[config.mk]
export PLATFORM = sky130hd
export DESIGN_NAME = nandc_top
export DESIGN_NICKNAME = d
export VERILOG_FILES = /design/src/rtl/nandc_pkg.sv /design/src/rtl/nandc_regs.sv /design/src/rtl/nandc_seq.sv /design/src/rtl/nandc_top.sv
export SDC_FILE = /design/constraint.sdc
export NUM_CORES = 1
export LEC_CHECK = 0
export ABC_AREA = 1
export BUFFER_PORTS_ARGS = -buffer_cell sky130_fd_sc_hd__buf_2
export CAP_MARGIN = 20
export CORE_MARGIN = 4
export CORE_UTILIZATION = 44
export CTS_CLUSTER_DIAMETER = 60
export CTS_CLUSTER_SIZE = 28
export DETAILED_ROUTE_END_ITERATION = 10
export GPL_ROUTABILITY_DRIVEN = 0
export GPL_TIMING_DRIVEN = 0
export PLACE_DENSITY = 0.77
export SYNTH_ARGS = -nofsm -noshare
export SYNTH_HDL_FRONTEND = slang
export SYNTH_SLANG_ARGS = --single-unit
[constraint.sdc]
create_clock -name clk -period 1.7 [get_ports clk]
set_clock_uncertainty 0.1 [all_clocks]
set_input_delay 0.34 -clock clk [delete_from_list [all_inputs] [get_ports clk]]
set_output_delay 0.34 -clock clk [all_outputs]
set_load 0.02 [all_outputs]
[src/rtl/nandc_pkg.sv]
package nandc_pkg;

    localparam int ADDR_W   = 8;
    localparam int BUS_W    = 32;
    localparam int BYTE_W   = 8;
    localparam int TFIELD_W = 4;

    localparam logic [ADDR_W-1:0] OFS_DATA = 8'h00;
    localparam logic [ADDR_W-1:0] OFS_MODE = 8'h04;
    localparam logic [ADDR_W-1:0] OFS_STAT = 8'h08;
    localparam logic [ADDR_W-1:0] OFS_TIME = 8'h14;
    localparam logic [ADDR_W-1:0] OFS_SRST = 8'h18;

    localparam logic [BYTE_W-1:0] MODE_KEEP = 8'h93;
    localparam logic [BYTE_W-1:0] TIME_INIT = 8'hFF;

    localparam int SB_CTRL  = 6;
    localparam int SB_FLASH = 7;

    typedef enum logic [2:0] {
        SEL_NONE,
        SEL_DATA,
        SEL_MODE,
        SEL_STAT,
        SEL_TIME,
        SEL_SRST
    } reg_sel_e;

    typedef enum logic [1:0] {
        PH_IDLE,
        PH_STROBE,
        PH_HOLD
    } phase_e;

    // bit layout matches the software view of the timing word
    typedef struct packed {
        logic [TFIELD_W-1:0] hold;
        logic [TFIELD_W-1:0] strobe;
    } timing_t;

    // bit layout matches the software view of the mode word
    typedef struct packed {
        logic       dout_en;
        logic [1:0] rsv_hi;
        logic       ce;
        logic [1:0] rsv_lo;
        logic       ale;
        logic       cle;
    } mode_t;

    typedef struct packed {
        logic              go;
        logic              is_write;
        logic [BYTE_W-1:0] wbyte;
    } seq_cmd_t;

    function automatic reg_sel_e decode_addr(input logic [ADDR_W-1:0] a);
        reg_sel_e s;
        case (a)
            OFS_DATA: s = SEL_DATA;
            OFS_MODE: s = SEL_MODE;
            OFS_STAT: s = SEL_STAT;
            OFS_TIME: s = SEL_TIME;
            OFS_SRST: s = SEL_SRST;
            default:  s = SEL_NONE;
        endcase
        return s;
    endfunction

    // reads always make a flash cycle; writes need a latch or output enable
    function automatic logic cycle_allowed(input mode_t m, input logic is_write);
        return !is_write || m.dout_en || m.cle || m.ale;
    endfunction

endpackage

[src/rtl/nandc_regs.sv]
module nandc_regs
    import nandc_pkg::*;
#(
    parameter int RST_CYCLES = 4
) (
    input  logic              clk,
    input  logic              rst,
    input  logic              mode_we,
    input  logic              time_we,
    input  logic              srst_we,
    input  logic [BYTE_W-1:0] wbyte,
    output mode_t             mode_q,
    output timing_t           time_q,
    output logic              srst_busy
);

    localparam int RC_W = $clog2(RST_CYCLES + 1);

    logic [RC_W-1:0] rst_cnt;

    always_ff @(posedge clk) begin
        if (rst) begin
            mode_q  <= '0;
            time_q  <= timing_t'(TIME_INIT);
            rst_cnt <= '0;
        end else if (rst_cnt != '0) begin
            rst_cnt <= rst_cnt - RC_W'(1);
            if (rst_cnt == RC_W'(1)) begin
                mode_q <= '0;
                time_q <= timing_t'(TIME_INIT);
            end
        end else begin
            if (mode_we) mode_q <= mode_t'(wbyte & MODE_KEEP);
            if (time_we) time_q <= timing_t'(wbyte);
            if (srst_we && wbyte[0]) rst_cnt <= RC_W'(RST_CYCLES);
        end
    end

    assign srst_busy = (rst_cnt != '0);

    // a finished soft reset leaves mode cleared and timing at maximum
    a_r9_reset_clears: assert property (@(posedge clk) disable iff (rst)
        $fell(srst_busy) |-> (mode_q == '0 && time_q == timing_t'(TIME_INIT)));

    // the reset window is longer than a single cycle
    a_r9_reset_window: assert property (@(posedge clk) disable iff (rst)
        $rose(srst_busy) |=> srst_busy);

endmodule

[src/rtl/nandc_seq.sv]
module nandc_seq
    import nandc_pkg::*;
#(
    parameter int TW = TFIELD_W
) (
    input  logic              clk,
    input  logic              rst,
    input  seq_cmd_t          cmd,
    input  logic [TW-1:0]     strobe_len,
    input  logic [TW-1:0]     hold_len,
    input  logic [BYTE_W-1:0] dq_in,
    output logic              we_n,
    output logic              re_n,
    output logic [BYTE_W-1:0] dq_out,
    output logic              dq_oe,
    output logic [BYTE_W-1:0] rbyte,
    output logic              active,
    output logic              done
);

    localparam int CW = TW + 1;

    phase_e            phase;
    logic [CW-1:0]     cnt;
    logic              dir_wr;
    logic [BYTE_W-1:0] out_q;

    always_ff @(posedge clk) begin
        if (rst) begin
            phase  <= PH_IDLE;
            cnt    <= '0;
            dir_wr <= 1'b0;
            out_q  <= '0;
            rbyte  <= '0;
        end else begin
            case (phase)
                PH_IDLE: begin
                    if (cmd.go) begin
                        phase  <= PH_STROBE;
                        cnt    <= CW'(strobe_len);
                        dir_wr <= cmd.is_write;
                        out_q  <= cmd.wbyte;
                    end
                end
                PH_STROBE: begin
                    if (cnt == '0) begin
                        if (!dir_wr) rbyte <= dq_in;
                        phase <= PH_HOLD;
                        cnt   <= CW'(hold_len) + CW'(1);
                    end else begin
                        cnt <= cnt - CW'(1);
                    end
                end
                PH_HOLD: begin
                    if (cnt == '0) phase <= PH_IDLE;
                    else           cnt   <= cnt - CW'(1);
                end
                default: phase <= PH_IDLE;
            endcase
        end
    end

    assign we_n   = !(phase == PH_STROBE && dir_wr);
    assign re_n   = !(phase == PH_STROBE && !dir_wr);
    assign dq_oe  = (phase != PH_IDLE) && dir_wr;
    assign dq_out = out_q;
    assign active = (phase != PH_IDLE);
    assign done   = (phase == PH_HOLD) && (cnt == '0);

    // never both strobes at once
    a_r4_one_strobe: assert property (@(posedge clk) disable iff (rst)
        $onehot0({~we_n, ~re_n}));

    // bus released while the flash drives it
    a_r6_bus_released: assert property (@(posedge clk) disable iff (rst)
        !re_n |-> !dq_oe);

    // write data steady for the whole driven window
    a_r4_data_steady: assert property (@(posedge clk) disable iff (rst)
        (dq_oe && $past(dq_oe)) |-> $stable(dq_out));

    // completion falls in the hold phase, never under a strobe
    a_r7_done_in_hold: assert property (@(posedge clk) disable iff (rst)
        done |-> (we_n && re_n));

endmodule

[src/rtl/nandc_top.sv]
module nandc_top
    import nandc_pkg::*;
#(
    parameter int RST_CYCLES = 4
) (
    input  logic              clk,
    input  logic              rst,
    input  logic              bus_req,
    input  logic              bus_wr,
    input  logic [ADDR_W-1:0] bus_addr,
    input  logic [BUS_W-1:0]  bus_wdata,
    output logic [BUS_W-1:0]  bus_rdata,
    output logic              bus_ready,
    output logic              nand_ce_n,
    output logic              nand_cle,
    output logic              nand_ale,
    output logic              nand_we_n,
    output logic              nand_re_n,
    output logic [BYTE_W-1:0] nand_dq_out,
    output logic              nand_dq_oe,
    input  logic [BYTE_W-1:0] nand_dq_in,
    input  logic              nand_rb_n
);

    reg_sel_e          sel;
    mode_t             mode_q;
    timing_t           time_q;
    logic              srst_busy;
    logic              seq_active;
    logic              seq_done;
    logic [BYTE_W-1:0] rbyte;
    logic              ctrl_busy;
    logic              free_read;
    logic              data_go;
    logic              wr_ok;
    seq_cmd_t          cmd;

    assign sel       = decode_addr(bus_addr);
    assign ctrl_busy = seq_active || srst_busy;
    assign free_read = !bus_wr && (sel == SEL_STAT || sel == SEL_SRST);
    assign data_go   = (sel == SEL_DATA) && cycle_allowed(mode_q, bus_wr);
    assign wr_ok     = bus_req && bus_wr && !ctrl_busy;

    assign cmd.go       = bus_req && data_go && !ctrl_busy;
    assign cmd.is_write = bus_wr;
    assign cmd.wbyte    = bus_wdata[BYTE_W-1:0];

    nandc_regs #(.RST_CYCLES(RST_CYCLES)) u_regs (
        .clk       (clk),
        .rst       (rst),
        .mode_we   (wr_ok && sel == SEL_MODE),
        .time_we   (wr_ok && sel == SEL_TIME),
        .srst_we   (wr_ok && sel == SEL_SRST),
        .wbyte     (bus_wdata[BYTE_W-1:0]),
        .mode_q    (mode_q),
        .time_q    (time_q),
        .srst_busy (srst_busy)
    );

    nandc_seq #(.TW(TFIELD_W)) u_seq (
        .clk        (clk),
        .rst        (rst),
        .cmd        (cmd),
        .strobe_len (time_q.strobe),
        .hold_len   (time_q.hold),
        .dq_in      (nand_dq_in),
        .we_n       (nand_we_n),
        .re_n       (nand_re_n),
        .dq_out     (nand_dq_out),
        .dq_oe      (nand_dq_oe),
        .rbyte      (rbyte),
        .active     (seq_active),
        .done       (seq_done)
    );

    always_comb begin
        if (!bus_req)                        bus_ready = 1'b0;
        else if (free_read)                  bus_ready = 1'b1;
        else if (sel == SEL_DATA && seq_active) bus_ready = seq_done;
        else if (ctrl_busy)                  bus_ready = 1'b0;
        else                                 bus_ready = !data_go;
    end

    always_comb begin
        bus_rdata = '0;
        case (sel)
            SEL_DATA: bus_rdata[BYTE_W-1:0] = rbyte;
            SEL_MODE: bus_rdata[BYTE_W-1:0] = mode_q;
            SEL_STAT: begin
                bus_rdata[SB_FLASH] = !nand_rb_n;
                bus_rdata[SB_CTRL]  = ctrl_busy;
            end
            SEL_TIME: bus_rdata[BYTE_W-1:0] = time_q;
            SEL_SRST: bus_rdata[0] = srst_busy;
            default:  bus_rdata = '0;
        endcase
    end

    assign nand_cle  = mode_q.cle;
    assign nand_ale  = mode_q.ale;
    assign nand_ce_n = !mode_q.ce;

    // stalled accesses never complete while an operation is running
    a_r10_stall: assert property (@(posedge clk) disable iff (rst)
        (bus_req && srst_busy && !free_read) |-> !bus_ready);

    // a new flash cycle never starts on top of a soft reset
    a_r10_no_cycle_in_reset: assert property (@(posedge clk) disable iff (rst)
        srst_busy |=> (nand_we_n && nand_re_n));

endmodule

* Yosys cells after proc, flatten, opt, wreduce, memory -nomap -nowiden
Index checks and enable logic that the tools add are counted.
Word-level totals: register bits after elaboration 43, output and inout port bits 47
Operators by class: add/subtract/negate cells 3, equal/unequal tests 17, mux-type cells 24, bitwise operators 1, reductions and logical operators 43
Operator list (number):
- $mux 8 | 6
- $pmux 5 s3 | 2
- $eq 8x5->1 const B | 2
- $logic_and 1x1->1 | 15
- $mux 5 | 3
- $pmux 3 s5 | 1
- $reduce_and 3->1 | 3
- $eq 8x3->1 const B | 1
- $eq 8x4->1 const B | 1
- $logic_not 1->1 | 8
- $logic_not 8->1 | 1
- $pmux 2 s4 | 1
- $reduce_bool 2->1 | 4
- $eq 3x1->1 const B | 2
- $eq 3x2->1 const B | 2
- $eq 3x3->1 const B | 2
- $mux 2 | 3
- $mux 3 | 2
- $ne 2x1->1 const B | 3
- $pmux 2 s3 | 1
- $reduce_and 2->1 | 3
- $reduce_bool 3->1 | 2
- $add 4x1->5 const B | 1
- $logic_not 5->1 | 1
- other kinds (10) | 18

* Depth between registers and ports, before layout
depth in word-level cells 10, gate-level depth with buffers 13, depth with buffers taken out 13

* Cells and area by module
Synthesis repeated with hierarchy kept, for this count alone.
Second synthesis, totals: cells, all modules 402, area, all modules 2580.0 um2
By module, submodules not included:
- nandc_seq | instances 1, cells an instance 172, area each 1201.2 um2, sequential area each 480.5 um2
- nandc_regs | instances 1, cells an instance 106, area each 749.5 um2, sequential area each 300.3 um2
- nandc_top | instances 1, cells an instance 124, area each 629.4 um2, sequential area each 0.0 um2

* Worst setup path before layout
OpenSTA, ideal clock, no wires.
kind register to output, from register u_seq.cnt[0], to output bus_ready, arrival time 1.394 ns, required time 1.260 ns, path slack -0.134 ns, cell stages (with the launch flop) 13, buffers on the path 0, cells stage by stage dfxtp_1 > inv_1 > ha_1 > inv_1 > nor2_1 > nand2_2 > inv_1 > nand2_1 > nor2_1 > nand2_1 > o211ai_1 > nand2_1 > inv_1
On the way: cells in the longest elaborated chain, start to end 5
RTL lines:
- start: declaration | RTL line nandc_seq.sv:24 | logic [CW-1:0] cnt;
- start signal: assignment | RTL line nandc_seq.sv:40 | cnt <= CW'(strobe_len);
- start signal: assignment | RTL line nandc_seq.sv:49 | cnt <= CW'(hold_len) + CW'(1);
- start signal: assignment | RTL line nandc_seq.sv:51 | cnt <= cnt - CW'(1);
- $logic_not 5->1 | RTL line nandc_seq.sv:68 | assign done = (phase == PH_HOLD) && (cnt == '0);
- $logic_and 1x1->1 | RTL line nandc_seq.sv:68
- $mux 1 | RTL line nandc_top.sv:79 | else if (sel == SEL_DATA && seq_active) bus_ready = seq_done;
- $mux 1 | RTL line nandc_top.sv:78 | else if (free_read) bus_ready = 1'b1;
- $mux 1 | RTL line nandc_top.sv:77 | if (!bus_req) bus_ready = 1'b0;
- end: declaration | RTL line nandc_top.sv:13 | output logic bus_ready,
Every way passes these cells.

* Worst setup path in the final report
from register u_seq.cnt[1], to output bus_ready
Same word-level chain as after synthesis.

==> flow_metrics.tcl <==
set metrics [dict create \
    path_clk_slew_ns 0.09 \
    period_share_pct 125.6 \
    avgRoutedWirePerCell_um 16.57 \
    via_per_inst 5.284 \
    h-tree-depth 2 \
    synth_compound_area_share_pct 15.82 \
    finalSetupViolCount 38 \
    setup_tns_ns -2.855 \
    synth-xor-area-share_pct 0.3595 \
    fin_hold_ws_ns 0.1992 \
    p_leak_uw 0.001859 \
    ys_seq_area_share_pct 32.05 \
    syn_avg_cell_area_um2 6.711 \
    p_switching_uw 1570 \
    path_common_cell "inv_2" \
    regArea_um2 790.8 \
    fp.dieW_um 82.41 \
    synth_top_family_by_area "simple AND/OR/NAND/NOR gates" \
    vdd_drop_max_uv 806.4 \
    worstHoldEndpoint "u_regs.mode_q[4]" \
    cts_buffers 5 \
    crit_arrival_ns 1.70 \
    finalWorstSetupSlack_ns -0.4354 \
    area_growth_pct 58.24 \
    drive_gt1_share_pct 48.24 \
    antenna_found_initial 0 \
    syn_area_um2 2436 \
    tritoncts "done" \
    die-area_um2 6791 \
    grt_setup_unrepaired "true" \
    relSlewSlack_pct 60.87 \
    synth_mux_area_share_pct 0 \
    n_fill_cell 346 \
    violations "negative setup slack" \
    period_needed_ns 2.135 \
    timing.rr.start "u_regs.rst_cnt[2]" \
    ff2ff_path_depth 10 \
    syn_inst 363 \
    final_hold_viol_count 0 \
    track_usage_pct 23.89 \
    start_kind "register" \
    drv_cap 0 \
    worst-r2r-setup-slack_ns -0.10 \
    cpMaxStageDelayCell "dfxtp_2" \
    n_antenna_cell 0 \
    cp_max_fo 2 \
    drtPass1Iterations 7 \
    start_util_pct 46.51 \
    min_path_type "input pin to register" \
    power_uw 3817 \
    slowest_delay_ns 0.33 \
    pwr-share-seq_pct 30.6 \
    coreArea_um2 5238 \
    synth-adder-area-share_pct 4.109 \
    swShare_pct 41.13 \
    rr_endpoint "u_regs.time_q[2]" \
    whs_path_depth 3 \
    pwr-share-clk_pct 21.4 \
    totalWireLength_um 9165 \
    endpoint_kind "output pin" \
    grt_max_degree 14 \
    layout_commonest_cell "buf_4" \
    cts-root-buf "clkbuf_8" \
    path_cells "inv_2 > ha_4 > inv_2 > nor2_4 > nand2_4 > inv_2 > nand2_2 > nor2_2 > nand2_1 > o211ai_1 > nand2_1 > inv_2 > buf_6" \
    ys_seq_elements 39 \
    crit_type "register to output pin" \
    grt_pass1_wl_um 12410 \
    status "complete, but fails checks" \
    drc_errors 0 \
    critPathRequiredTime_ns 1.26 \
    multi_input_area_um2 1773 \
    worst_pin_slew_ns 0.5869 \
    max_freq_ghz 0.4683 \
    drv_slew 0 \
    hold_buffers 0 \
    port_buffers 50 \
    vias 2922 \
    row_count 26 \
    dieHeight_um 82.41 \
    hold_start "bus_wdata[4]" \
    nNetsFinal 543 \
    drt_iter0_drc 264 \
    clkLatencyLatePin_ns 0.31 \
    ys_types 27 \
    first_global_vias 2709 \
    cts.sinks 39 \
    pin_count 100 \
    dp_hpwl_um 4906 \
    grt-ovfl-total 0 \
    p_int_uw 2247 \
    antenna_left 0 \
    pwr_density_cell_nw_per_um2 990.2 \
    layout_common_cells "buf_4, nand2_1, nor2_1, buf_2, inv_1" \
    comb_power_share_pct 48.0 \
    yosys.area_share.simple_pct 30.77 \
    clock_path_buffers 2 \
    ys_warn_count 0 \
]
[routing by layer]
layer / vias to the layer above / routed length (um) / GRT usage [%]
met5: - / 0 / 0
met4: 0 / 421 / 10.63
met3: 41 / 748 / 4.664
met2: 187 / 4540 / 41.11
met1: 1329 / 3454 / 28.60
li1: 1365 / - / -
[through the flow]
step,cell area [um^2],worst slack (ns),utilization [%],instances
final,3855,-0.4354,73.60,553
after global routing,3855,-0.5250,73.60,553
after CTS,3525,-0.4138,67.30,546
after detailed placement,2877,-0.3348,54.92,506
after global placement,2877,-0.3211,54.92,506
after floorplan,2539,-0.01830,-,386
[kinds of logic after synthesis]
kind of cell / count (synthesis)
xor+xnor: 1
fa+ha+maj: 8
flops: 39
compound gates: 68
other cells: 1
simple gates: 165
buf+inv: 81
[worst max path at each step]
stage,from,to,slack [ns]
2_1_floorplan,bus_addr[7],bus_rdata[1],-0.02
3_3_place_gp,u_seq.cnt[0],bus_ready,-0.32
3_5_place_dp,u_seq.cnt[0],bus_ready,-0.33
4_1_cts,u_seq.cnt[0],bus_ready,-0.41
5_1_grt,u_seq.cnt[1],bus_ready,-0.53
6_report,u_seq.cnt[1],bus_ready,-0.44
[synthesized netlist by cell type]
| cell type | n | share of area (%) |
|---|---|---|
| buf_2 | 2 | 0.41 |
| nor2_1 | 49 | 7.6 |
| nand2_4 | 1 | 0.46 |
| nand3_4 | 1 | 0.72 |
| clkbuf_1 | 5 | 0.77 |
| a21oi_1 | 21 | 4.3 |
| conb_1 | 1 | 0.15 |
| nor2_2 | 3 | 0.77 |
| nand3_1 | 16 | 3.3 |
| nor2_4 | 3 | 1.4 |
| o2111ai_1 | 2 | 0.72 |
| nor3_4 | 1 | 0.67 |
| buf_6 | 1 | 0.46 |
| o211ai_1 | 9 | 2.8 |
| o221ai_1 | 3 | 1.1 |
| o22ai_1 | 3 | 0.77 |
| nand3b_1 | 1 | 0.31 |
| nand2_1 | 76 | 12 |
| nor3_2 | 2 | 0.82 |
| inv_1 | 48 | 7.4 |
| nand2_2 | 8 | 2.1 |
| dfxtp_1 | 39 | 32 |
| xnor2_1 | 1 | 0.36 |
| ha_1 | 8 | 4.1 |
| nand4_1 | 4 | 1.0 |
| o21ai_0 | 30 | 6.2 |
| buf_4 | 25 | 7.7 |
[flip-flops by register name, indices dropped and copies added, names as in the netlist]
register / flops
u_regs.time_q: 8
u_seq.dq_out: 8
u_seq.phase: 2
u_regs.rst_cnt: 3
u_seq.dir_wr: 1
u_seq.rbyte: 8
u_seq.cnt: 5
u_regs.mode_q: 4
[timing repair]
item                                    CTS  global route
endpoints found under the setup margin   51            50
gates resized for setup                  91            81
hold endpoints to repair                  0             0
gates cloned                              1             2
buffers inserted                         34             8
pin swaps                                26            36
[power by group through the flow]
stage          clock network, uW  logic (uW)  registers (uW)
2_1_floorplan                  0         815            1160
3_3_place_gp                   0        1050            1160
3_5_place_dp                   0        1080            1160
4_1_cts                      792        1520            1140
5_1_grt                      834        1930            1180
6_report                     816        1830            1170
[cell type report]
class,count,area share [%]
flip-flops and latches,39,20.51
plain buffers,30,5.680
well taps,70,2.272
multi-input cells,267,45.99
inverters,48,4.933
clock buffers,5,1.785
clock inverters,3,1.136
repair buffers,91,17.69
[critical path, delay by kind of cell, from the launching register on]
kind                     cells  cell delay (ns)
AO/OA/AOI/OAI                1             0.09
adder cells (fa/ha/maj)      1             0.13
buffers and inverters        5             0.34
flip-flops                   1             0.33
AND/OR/NAND/NOR              6             0.50
Note: power is estimated with default switching activity, not from simulation.
